$ cat src/rtl/rsnco_pkg.sv
package rsnco_pkg;
  localparam int ACC_W   = 32;
  localparam int PHASE_W = 5;
  localparam int CNT_W   = $clog2(ACC_W + 1);

  // serial word length code
  typedef enum logic [1:0] {
    SZ_8  = 2'b00,
    SZ_16 = 2'b01,
    SZ_24 = 2'b10,
    SZ_32 = 2'b11
  } ser_size_e;

  function automatic logic [CNT_W-1:0] size_bits(input logic [1:0] code);
    logic [CNT_W-1:0] n;
    n = CNT_W'(({1'b0, code} + 3'd1) * 4'd8);
    return n;
  endfunction
endpackage

$ cat src/rtl/rsnco_rst_sync.sv
module rsnco_rst_sync #(
  parameter int STAGES = 2
) (
  input  logic clk,
  input  logic rst_ni,
  output logic rst_sync_no
);
  logic [STAGES-1:0] sync_q;

  always_ff @(posedge clk or negedge rst_ni) begin
    if (!rst_ni) sync_q <= '0;
    else         sync_q <= {sync_q[STAGES-2:0], 1'b1};
  end

  assign rst_sync_no = sync_q[STAGES-1];
endmodule

$ cat src/rtl/rsnco_ser_loader.sv
module rsnco_ser_loader
  import rsnco_pkg::*;
#(
  parameter int W = ACC_W
) (
  input  logic         clk,
  input  logic         rst_ni,
  input  logic         ser_en_i,
  input  logic         ser_sync_i,
  input  logic         ser_data_i,
  input  logic [1:0]   size_i,
  output logic [W-1:0] ofs_word_o
);
  localparam int CW = $clog2(W + 1);

  logic [W-1:0]  shreg_q, shreg_d;
  logic [CW-1:0] cnt_q, cnt_d;
  logic          busy_q, busy_d;
  logic [W-1:0]  ofs_q, ofs_d;
  logic [W-1:0]  shifted;
  logic [CW-1:0] nbits;
  logic [7:0]    shamt;

  assign nbits   = CW'(size_bits(size_i));
  assign shamt   = 8'(W) - 8'(nbits);
  assign shifted = {shreg_q[W-2:0], ser_data_i};

  always_comb begin
    shreg_d = shreg_q;
    cnt_d   = cnt_q;
    busy_d  = busy_q;
    ofs_d   = ofs_q;
    if (ser_en_i) begin
      if (ser_sync_i) begin
        shreg_d = {{(W-1){1'b0}}, ser_data_i};
        cnt_d   = CW'(1);
        busy_d  = 1'b1;
      end else if (busy_q) begin
        shreg_d = shifted;
        cnt_d   = cnt_q + CW'(1);
        if (cnt_q + CW'(1) == nbits) begin
          ofs_d  = shifted << shamt;
          busy_d = 1'b0;
        end
      end
    end
  end

  always_ff @(posedge clk or negedge rst_ni) begin
    if (!rst_ni) begin
      shreg_q <= '0;
      cnt_q   <= '0;
      busy_q  <= 1'b0;
      ofs_q   <= '0;
    end else begin
      shreg_q <= shreg_d;
      cnt_q   <= cnt_d;
      busy_q  <= busy_d;
      ofs_q   <= ofs_d;
    end
  end

  assign ofs_word_o = ofs_q;

  AST_CNT_BOUND: assert property (@(posedge clk) disable iff (!rst_ni)
    cnt_q <= CW'(W)) else $error("serial count exceeds word");

  AST_IDLE_HOLD: assert property (@(posedge clk) disable iff (!rst_ni)
    (!ser_en_i) |=> $stable(ofs_q)) else $error("offset changed without serial enable");
endmodule

$ cat src/rtl/rsnco_freq_regs.sv
module rsnco_freq_regs
  import rsnco_pkg::*;
#(
  parameter int W = ACC_W
) (
  input  logic         clk,
  input  logic         rst_ni,
  input  logic [W-1:0] cfreq_i,
  input  logic         cfreq_wr_i,
  input  logic         sync_en_i,
  input  logic         sync_i,
  input  logic         upd_start_i,
  input  logic         instr_start_i,
  input  logic         last_tap_i,
  input  logic         ofs_en_i,
  input  logic [W-1:0] ofs_word_i,
  output logic [W-1:0] inc_o,
  output logic         cf_load_o
);
  logic [W-1:0] pend_q, pend_d;
  logic [W-1:0] act_q, act_d;
  logic [W-1:0] inc_q, inc_d;
  logic         load_ev;
  logic         tick;
  logic [W-1:0] ofs_term;

  assign load_ev  = sync_en_i ? sync_i : cfreq_wr_i;
  assign tick     = upd_start_i ? instr_start_i : last_tap_i;
  assign ofs_term = ofs_en_i ? ofs_word_i : '0;

  always_comb begin
    pend_d = pend_q;
    act_d  = act_q;
    inc_d  = inc_q;
    if (cfreq_wr_i) pend_d = cfreq_i;
    if (load_ev)    act_d  = sync_en_i ? pend_q : cfreq_i;
    if (tick)       inc_d  = act_q + ofs_term;
  end

  always_ff @(posedge clk or negedge rst_ni) begin
    if (!rst_ni) begin
      pend_q <= '0;
      act_q  <= '0;
      inc_q  <= '0;
    end else begin
      pend_q <= pend_d;
      act_q  <= act_d;
      inc_q  <= inc_d;
    end
  end

  assign inc_o     = inc_q;
  assign cf_load_o = load_ev;

  AST_INC_HOLD: assert property (@(posedge clk) disable iff (!rst_ni)
    (!(upd_start_i ? instr_start_i : last_tap_i)) |=> $stable(inc_q)) else $error("increment moved off tick");

  AST_WAIT_SYNC: assert property (@(posedge clk) disable iff (!rst_ni)
    (sync_en_i && !sync_i) |=> $stable(act_q)) else $error("active frequency moved without sync");
endmodule

$ cat src/rtl/rsnco_phase_acc.sv
module rsnco_phase_acc
  import rsnco_pkg::*;
#(
  parameter int W  = ACC_W,
  parameter int PW = PHASE_W
) (
  input  logic          clk,
  input  logic          rst_ni,
  input  logic          mode_freq_i,
  input  logic          hold_fb_i,
  input  logic          clr_on_load_i,
  input  logic          cf_load_i,
  input  logic          force_carry_i,
  input  logic [W-1:0]  inc_i,
  output logic [PW-1:0] phase_o,
  output logic          carry_o
);
  logic [W-1:0] acc_q, acc_d;
  logic         carry_q, carry_d;
  logic         fb_zero;
  logic [W-1:0] feedback;
  logic [W:0]   sum;

  assign fb_zero  = hold_fb_i | ~mode_freq_i | (clr_on_load_i & cf_load_i);
  assign feedback = fb_zero ? '0 : acc_q;
  assign sum      = {1'b0, feedback} + {1'b0, inc_i};

  always_comb begin
    acc_d   = sum[W-1:0];
    carry_d = sum[W] | force_carry_i;
  end

  always_ff @(posedge clk or negedge rst_ni) begin
    if (!rst_ni) begin
      acc_q   <= '0;
      carry_q <= 1'b0;
    end else begin
      acc_q   <= acc_d;
      carry_q <= carry_d;
    end
  end

  assign phase_o = acc_q[W-1 -: PW];
  assign carry_o = carry_q;

  AST_PHASE_NO_FB: assert property (@(posedge clk) disable iff (!rst_ni)
    (!mode_freq_i) |=> (acc_q == $past(inc_i))) else $error("phase mode kept feedback");

  AST_FORCED_CARRY: assert property (@(posedge clk) disable iff (!rst_ni)
    force_carry_i |=> carry_q) else $error("forced carry missing");

  AST_HOLD_ZERO: assert property (@(posedge clk) disable iff (!rst_ni)
    hold_fb_i |=> (acc_q == $past(inc_i))) else $error("hold did not zero feedback");

  AST_LOAD_CLEAR: assert property (@(posedge clk) disable iff (!rst_ni)
    (clr_on_load_i && cf_load_i) |=> (acc_q == $past(inc_i))) else $error("load clear failed");
endmodule

$ cat src/rtl/rs_timing_nco.sv
module rs_timing_nco
  import rsnco_pkg::*;
#(
  parameter int W  = ACC_W,
  parameter int PW = PHASE_W
) (
  input  logic          clk,
  input  logic          rst_n,
  input  logic          mode_freq,
  input  logic          force_carry,
  input  logic          clr_on_load,
  input  logic          hold_fb,
  input  logic          upd_at_start,
  input  logic          sync_en,
  input  logic          ofs_en,
  input  logic [1:0]    ofs_size,
  input  logic [W-1:0]  cfreq_in,
  input  logic          cfreq_wr,
  input  logic          sync_in,
  input  logic          instr_start,
  input  logic          last_tap,
  input  logic          ser_data,
  input  logic          ser_en,
  input  logic          ser_sync,
  output logic          carry_o,
  output logic [PW-1:0] phase_o
);
  logic         rst_s_n;
  logic [W-1:0] ofs_word;
  logic [W-1:0] inc;
  logic         cf_load;

  rsnco_rst_sync #(.STAGES(2)) u_rst (
    .clk         (clk),
    .rst_ni      (rst_n),
    .rst_sync_no (rst_s_n)
  );

  rsnco_ser_loader #(.W(W)) u_ser (
    .clk        (clk),
    .rst_ni     (rst_s_n),
    .ser_en_i   (ser_en),
    .ser_sync_i (ser_sync),
    .ser_data_i (ser_data),
    .size_i     (ofs_size),
    .ofs_word_o (ofs_word)
  );

  rsnco_freq_regs #(.W(W)) u_freq (
    .clk           (clk),
    .rst_ni        (rst_s_n),
    .cfreq_i       (cfreq_in),
    .cfreq_wr_i    (cfreq_wr),
    .sync_en_i     (sync_en),
    .sync_i        (sync_in),
    .upd_start_i   (upd_at_start),
    .instr_start_i (instr_start),
    .last_tap_i    (last_tap),
    .ofs_en_i      (ofs_en),
    .ofs_word_i    (ofs_word),
    .inc_o         (inc),
    .cf_load_o     (cf_load)
  );

  rsnco_phase_acc #(.W(W), .PW(PW)) u_acc (
    .clk           (clk),
    .rst_ni        (rst_s_n),
    .mode_freq_i   (mode_freq),
    .hold_fb_i     (hold_fb),
    .clr_on_load_i (clr_on_load),
    .cf_load_i     (cf_load),
    .force_carry_i (force_carry),
    .inc_i         (inc),
    .phase_o       (phase_o),
    .carry_o       (carry_o)
  );

  AST_RESET_QUIET: assert property (@(posedge clk) disable iff (!rst_s_n)
    $rose(rst_s_n) |-> (!carry_o && phase_o == '0)) else $error("outputs not clear after reset");
endmodule

$ cat config.mk
export PLATFORM = sky130hd
export DESIGN_NAME = rs_timing_nco
export DESIGN_NICKNAME = d
export VERILOG_FILES = /design/src/rtl/rsnco_pkg.sv /design/src/rtl/rsnco_rst_sync.sv /design/src/rtl/rsnco_ser_loader.sv /design/src/rtl/rsnco_freq_regs.sv /design/src/rtl/rsnco_phase_acc.sv /design/src/rtl/rs_timing_nco.sv
export SDC_FILE = /design/constraint.sdc
export NUM_CORES = 1
export LEC_CHECK = 0
export BUFFER_PORTS_ARGS = -buffer_cell sky130_fd_sc_hd__buf_2
export CAP_MARGIN = 20
export CORE_MARGIN = 4
export CORE_UTILIZATION = 45
export DETAILED_ROUTE_END_ITERATION = 6
export HOLD_SLACK_MARGIN = 0.06
export PLACE_DENSITY_LB_ADDON = 0.12
export SLEW_MARGIN = 20
export SYNTH_ARGS = -nofsm -noshare
export SYNTH_HDL_FRONTEND = slang
export SYNTH_SLANG_ARGS = --single-unit
export TNS_END_PERCENT = 20
$ cat constraint.sdc
create_clock -name clk -period 10.8 [get_ports clk]
set_input_delay 1.62 -clock clk [delete_from_list [all_inputs] [get_ports clk]]
set_output_delay 1.62 -clock clk [all_outputs]
set_load 0.1 [all_outputs]
==> results of run 1 <==
[synthesized netlist by cell type, types with 3 or more instances]
master / instances / share of area, %
nand4_1: 12 / 0.65
and2_1: 62 / 3.4
buf_1: 5 / 0.16
o21ai_0: 86 / 3.7
or3_1: 3 / 0.16
o221ai_1: 3 / 0.23
o31ai_1: 4 / 0.26
nor2_1: 56 / 1.8
a31oi_1: 6 / 0.32
nor3_1: 12 / 0.52
o21ai_1: 10 / 0.43
a22o_1: 31 / 2.3
xor2_1: 21 / 1.6
a21oi_1: 85 / 3.7
xnor2_1: 39 / 3.0
nand2b_1: 3 / 0.16
o31a_1: 4 / 0.30
inv_1: 23 / 0.75
and3_1: 4 / 0.22
a21o_1: 38 / 2.5
a22oi_1: 8 / 0.52
mux4_2: 8 / 1.6
o211ai_1: 5 / 0.32
ha_1: 65 / 7.0
dfrtp_1: 201 / 44
mux2i_1: 43 / 3.7
nand3_1: 9 / 0.39
buf_2: 5 / 0.22
nand2_1: 118 / 3.8
buf_4: 5 / 0.32
a211oi_1: 18 / 1.2
nand4b_1: 4 / 0.30
mux2_2: 41 / 4.0
nor2b_1: 6 / 0.32
clkbuf_1: 47 / 1.5
o21a_1: 8 / 0.52
o21bai_1: 9 / 0.58
[how the worst max path moves through the flow]
stage                 endpoint            start  depth (start not counted)
3_5_place_dp   u_acc.acc_q[25]          sync_en                         16
3_3_place_gp   u_acc.acc_q[25]          sync_en                         16
4_1_cts        u_acc.acc_q[25]          sync_en                         16
5_1_grt        u_acc.acc_q[25]          sync_en                         16
2_1_floorplan   u_acc.acc_q[0]  u_rst.sync_q[1]                          0
6_report       u_acc.acc_q[25]          sync_en                         16
[area by class of cell]
type | instances | area share (%)
clock buffers | 36 | 5.33
flip-flops and latches | 201 | 39.1
multi-input cells | 867 | 48.1
inverters | 23 | 0.671
clock inverters | 7 | 0.661
well taps | 330 | 3.21
repair buffers | 65 | 2.88
[metrics by stage]
stage / cells / hold slack (ps) / util [%]
after floorplan: 1154 / 331 / -
after global placement: 1485 / 339 / 47.8
after detailed placement: 1485 / 336 / 47.8
after CTS: 1528 / 350 / 50.8
after global routing: 1529 / 247 / 50.9
final: 1529 / 215 / 50.9
[flip-flops by register name, summed over array words and instances (netlist names), 2 cells and up]
register and count:
u_freq.inc_o 32, u_freq.pend_q 32, u_ser.shreg_q 31, u_freq.act_q 32, u_rst.sync_q 2, u_acc.acc_q 32
u_ser.ofs_word_o 32, u_ser.cnt_q 6
[kinds of logic (layout without fill, tap and decap cells)]
kind of cell | after synthesis | after routing | share of synthesized area, %
fa+ha+maj | 67 | 67 | 7.38
compound gates | 343 | 343 | 19.3
simple gates | 302 | 302 | 12.7
buf+inv | 86 | 131 | 3.10
mux | 94 | 94 | 9.47
other cells | 1 | 1 | 0.0325
xor+xnor | 60 | 60 | 4.55
flops | 201 | 201 | 43.5
[power by group]
group	switching [uW]	internal, uW	total [uW]
clock	312	464	776
combinational	312	183	496
sequential	60.7	862	923
total	686	1510	2200
[layer usage]
layer  routed length [um]  track usage, %  vias up
met5                    0               0        -
met4                  424            3.35        0
met3                  753            2.25       26
met2                11400            28.9      101
met1                13000            27.8     4008
li1                     -               -     4227
[critical path, stage by stage]
cell and delay, ps:
buf_2 790, mux2i_4 340, buf_4 500, nor2b_1 120, nor3b_2 170, buf_4 310
and2_1 230, ha_1 260, a211oi_2 210, o21ai_2 130, o311a_4 330, or4_4 490
a31o_1 270, o31a_1 260, a21oi_2 150, xnor2_1 130
==> results.py, run 1 <==
metrics = {
    "placed_design": {
        "post-place-ws_ps": 4290,
        "hpwl_mm": 18.4,
        "placed_cell_area_um2": 12100,
        "portBuffers": 55,
        "globalplace.congestion": 0.845,
    },
    "flow_run": {
        "drv_cap": 0,
    },
    "routing": {
        "drc": 0,
        "wl_per_cell_um": 16.7,
        "via_per_inst": 5.47,
        "drt_iter0_drc": 430,
        "ant_nets": 0,
        "firstDrtPassIters": 4,
        "vias": 8362,
        "wl_mm": 25.6,
    },
    "run_status": {
        "status": "finished, final reports clean",
    },
    "cells_and_area": {
        "fillers": 2379,
        "diodes": 0,
        "final_nets": 1299,
        "layout_common_cells": "dfrtp_1, nand2_1, a21oi_1, o21ai_0, ha_1",
        "drive_above_1_share_pct": 14.3,
        "area_growth_pct": 11.3,
        "multi_input_area_um2": 6190,
        "stdcell_area_um2": 12900,
        "register_area_um2": 5030,
        "final_common_cell": "dfrtp_1",
    },
    "critical_path": {
        "r2r_slack_ps": 7780,
        "critPathArrivalTime_ps": 6360,
        "cp_max_fo": 65,
        "cp_data_required_time_ps": 11220,
        "rr_worst_depth": 11,
        "rr_startpoint": "u_acc.acc_q[0]",
        "end_kind": "flip-flop",
        "rr_endpoint": "u_acc.carry_o",
        "worstSetupPathType": "input port to flip-flop",
        "critPathLaunchType": "input port",
    },
    "sta": {
        "worst_pin_slew_ps": 1080,
        "max_clock_freq_mhz": 169,
        "layout_min_cycle_time_ps": 5930,
        "hold_violations": 0,
        "final-max-slew-violation-count": 0,
        "finClkSkew_ps": 27.6,
        "rsz0062_at_grt": "false",
        "finalSetupViolCount": 0,
        "setup_ws_ps": 4870,
        "max_slew_margin_pct": 28.2,
        "finalCritPeriodShare_pct": 54.9,
        "fin_tns_setup_ps": 0,
    },
    "clocking": {
        "cts_tree": "yes",
        "cts_buffers": 24,
        "cts_buffer_depth": 3,
        "postCtsSetupRepairBufs": 0,
        "insertion_delay_ps": 530,
        "postCtsHoldBufs": 0,
        "post_cts_resized": 0,
        "clock-sinks": 201,
        "root_buffer": "clkbuf_16",
        "clk_pin_slew_ps": 60,
        "cts-htree-levels": 1,
    },
    "yosys": {
        "synth-seq-cells": 201,
        "synth_cell_types": 75,
        "syn_inst": 1154,
        "ys.flop_type": "dfrtp_1",
        "syn_nets": 1271,
        "yosysSeqAreaShare_pct": 43.5,
        "synth_area_um2": 11600,
        "synthArstFlopShare_pct": 100,
        "avgSynthCellArea_um2": 10.0,
        "synth_edf_count": 0,
        "ys_warn_count": 0,
    },
    "grt": {
        "grt_max_degree": 76,
        "grt_remaining_overflow": 0,
        "grt_antenna_before_repair": 0,
        "grt_pass1_wl_mm": 43.7,
        "grt_pass1_vias": 8443,
        "grtUsageTotal_pct": 18.4,
    },
    "power": {
        "ir_drop_mv": 0.108,
        "power_density_nw_per_um2": 171,
        "p_leak_uw": 0.00606,
        "finalPower_uw": 2200,
    },
    "floorplan": {
        "die_x_um": 168,
        "ios": 56,
        "dieArea_um2": 28300,
        "die_h_um": 168,
        "start_util_pct": 45.8,
        "core_um2": 25300,
        "row_count": 58,
    },
    "worst_hold_path": {
        "min_path_type": "flip-flop to asynchronous set/reset pin",
    },
}
Power figures use the tool's default switching activity.
==> run 2: changes to the inputs <==
- clock period: 10.8 -> 5.1 ns (I/O delays scaled with it)
==> run 2 against run 1 <==
Net effect:
- power is 110% higher
- combinational power is 110% higher
- clock power is 110% higher
- worst hold slack better by 130 ps
- critical endpoint is now u_acc.carry_o
- register-to-register slack worse by 5700 ps
==> results.py, run 2 (synthesis results as in run 1) <==
metrics = {
    "run_status": {
        "status": "finished, final reports clean",
    },
    "grt": {
        "grt_remaining_overflow": 0,
        "grt_antenna_before_repair": 0,
        "grtUsageTotal_pct": 17.9,
        "grt_pass1_wl_mm": 42.6,
        "grt_max_degree": 84,
        "grt_pass1_vias": 8342,
    },
    "clocking": {
        "cts-htree-levels": 1,
        "clock-sinks": 201,
        "cts_buffers": 24,
        "insertion_delay_ps": 510,
        "cts_tree": "yes",
        "cts_buffer_depth": 3,
        "clk_pin_slew_ps": 60,
        "root_buffer": "clkbuf_16",
    },
    "placed_design": {
        "post-place-ws_ps": 793,
        "dpl.cell_count": 1487,
        "portBuffers": 55,
        "globalplace.congestion": 0.893,
        "hpwl_mm": 18.3,
    },
    "cells_and_area": {
        "layout.cells.non_filler": 1530,
        "diodes": 0,
        "finish.utilization_pct": 51.0,
        "drive_above_1_share_pct": 14.6,
        "area_growth_pct": 11.5,
        "fillers": 2345,
        "final_nets": 1301,
        "layout_common_cells": "dfrtp_1, nand2_1, a21oi_1, o21ai_0, ha_1",
        "final_common_cell": "dfrtp_1",
    },
    "sta": {
        "worst_pin_slew_ps": 994,
        "max_clock_freq_mhz": 267,
        "fin_tns_setup_ps": 0,
        "finClkSkew_ps": 13.0,
        "hold_violations": 0,
        "layout_min_cycle_time_ps": 3750,
        "final-max-slew-violation-count": 0,
        "setup_ws_ps": 1350,
        "rsz0062_at_grt": "false",
        "finalSetupViolCount": 0,
        "finalCritPeriodShare_pct": 73.5,
        "max_slew_margin_pct": 33.6,
    },
    "critical_path": {
        "end_kind": "flip-flop",
        "rr_endpoint": "u_acc.carry_o",
        "cp-startpoint": "sync_en",
        "rr_worst_depth": 11,
        "cp_data_required_time_ps": 5490,
        "worstSetupPathType": "input port to flip-flop",
        "crit_end": "u_acc.carry_o",
        "rr_startpoint": "u_acc.acc_q[0]",
        "critPathLaunchType": "input port",
        "cp_max_fo": 32,
        "critPathArrivalTime_ps": 4140,
        "r2r_slack_ps": 2080,
    },
    "power": {
        "p_leak_uw": 0.00608,
        "p_clk_share_pct": 35.5,
        "p_seq_share_pct": 42.2,
        "p_comb_share_pct": 22.2,
        "swShare_pct": 30.6,
        "intPower_uw": 3230,
        "power_density_nw_per_um2": 361,
        "switchingPower_uw": 1430,
        "ir_drop_mv": 0.372,
    },
    "routing": {
        "via_per_inst": 5.45,
        "wl_mm": 25.3,
        "wl_per_cell_um": 16.5,
        "firstDrtPassIters": 5,
        "drt_iter0_drc": 476,
        "ant_nets": 0,
        "drc": 0,
        "vias": 8335,
    },
    "floorplan": {
        "row_count": 58,
        "core_um2": 25300,
        "start_util_pct": 45.8,
        "dieArea_um2": 28300,
        "ios": 56,
        "die_x_um": 168,
        "die_h_um": 168,
    },
    "flow_run": {
        "drv_cap": 0,
    },
    "worst_hold_path": {
        "min_path_type": "flip-flop to flip-flop",
    },
}
-- run 2: cell types whose count changed in the layout (fill, tap and decap cells not counted), sizes merged --
| cell | before | now |
|---|---|---|
| buf | 65 | 66 |
| clkbuf | 36 | 35 |
| dlygate4sd3 | 0 | 1 |
-- run 2: area by class of cell --
cell class | instances | area (um^2) | area share [%]
Multi-Input combinational cell | 867 | 6190 | 48.1
Sequential cell | 201 | 5030 | 39.1
Clock buffer | 35 | 713 | 5.54
Tap cell | 330 | 413 | 3.21
Timing Repair Buffer | 67 | 380 | 2.95
Inverter | 23 | 86.3 | 0.670
Clock inverter | 7 | 63.8 | 0.495
-- run 2: worst min path at each step --
stage                               start  slack (ps)              end  cells past startpoint
after floorplan           u_rst.sync_q[0]         330  u_rst.sync_q[1]                      0
after global placement    u_rst.sync_q[0]         340  u_rst.sync_q[1]                      0
after detailed placement  u_rst.sync_q[0]         340  u_rst.sync_q[1]                      0
after CTS                 u_rst.sync_q[0]         350  u_rst.sync_q[1]                      0
after global routing      u_rst.sync_q[0]         370  u_rst.sync_q[1]                      0
final                     u_rst.sync_q[0]         350  u_rst.sync_q[1]                      0
-- run 2: power groups by stage --
stage	logic, uW	clock network, uW	registers (uW)
floorplan	848	0	1960
global placement	1020	0	2000
detailed placement	1030	0	2000
CTS	1040	1710	1970
global route	1160	1780	2000
finish	1030	1650	1970
-- run 2: what timing repair did --
| action | 4_1_cts | 5_1_grt |
|---|---|---|
| resized for setup | 0 | 0 |
| setup buffers | 0 | 0 |
| hold buffers | 1 | 0 |
| hold endpoints to repair | 2 | 0 |
-- run 2: metal layers --
metal,share of wire (%),track usage [%],up-vias
met5,0,0,-
met4,2.3,4.41,0
met3,2.5,2.00,39
met2,45,28.4,105
met1,50,26.4,3972
li1,-,-,4219
-- run 2: metrics by stage --
step	instance area, um^2	total power (uW)	hold WS (ps)
floorplan	11600	2800	331
global placement	12100	3020	341
detailed placement	12100	3030	337
CTS	12900	4720	350
global route	12900	4940	366
finish	12900	4650	349
-- run 2: worst max-delay path: stages --
cell and delay [ps]:
buf_2 120, mux2i_4 200, nor2b_1 140, nor3b_2 60, buf_4 220, and2_1 190
ha_1 220, fa_1 400, a21o_1 190, a21o_1 190, a21oi_1 260, o21ai_1 170
a21o_1 230, a21oi_1 280, o221ai_1 180, a211o_1 300
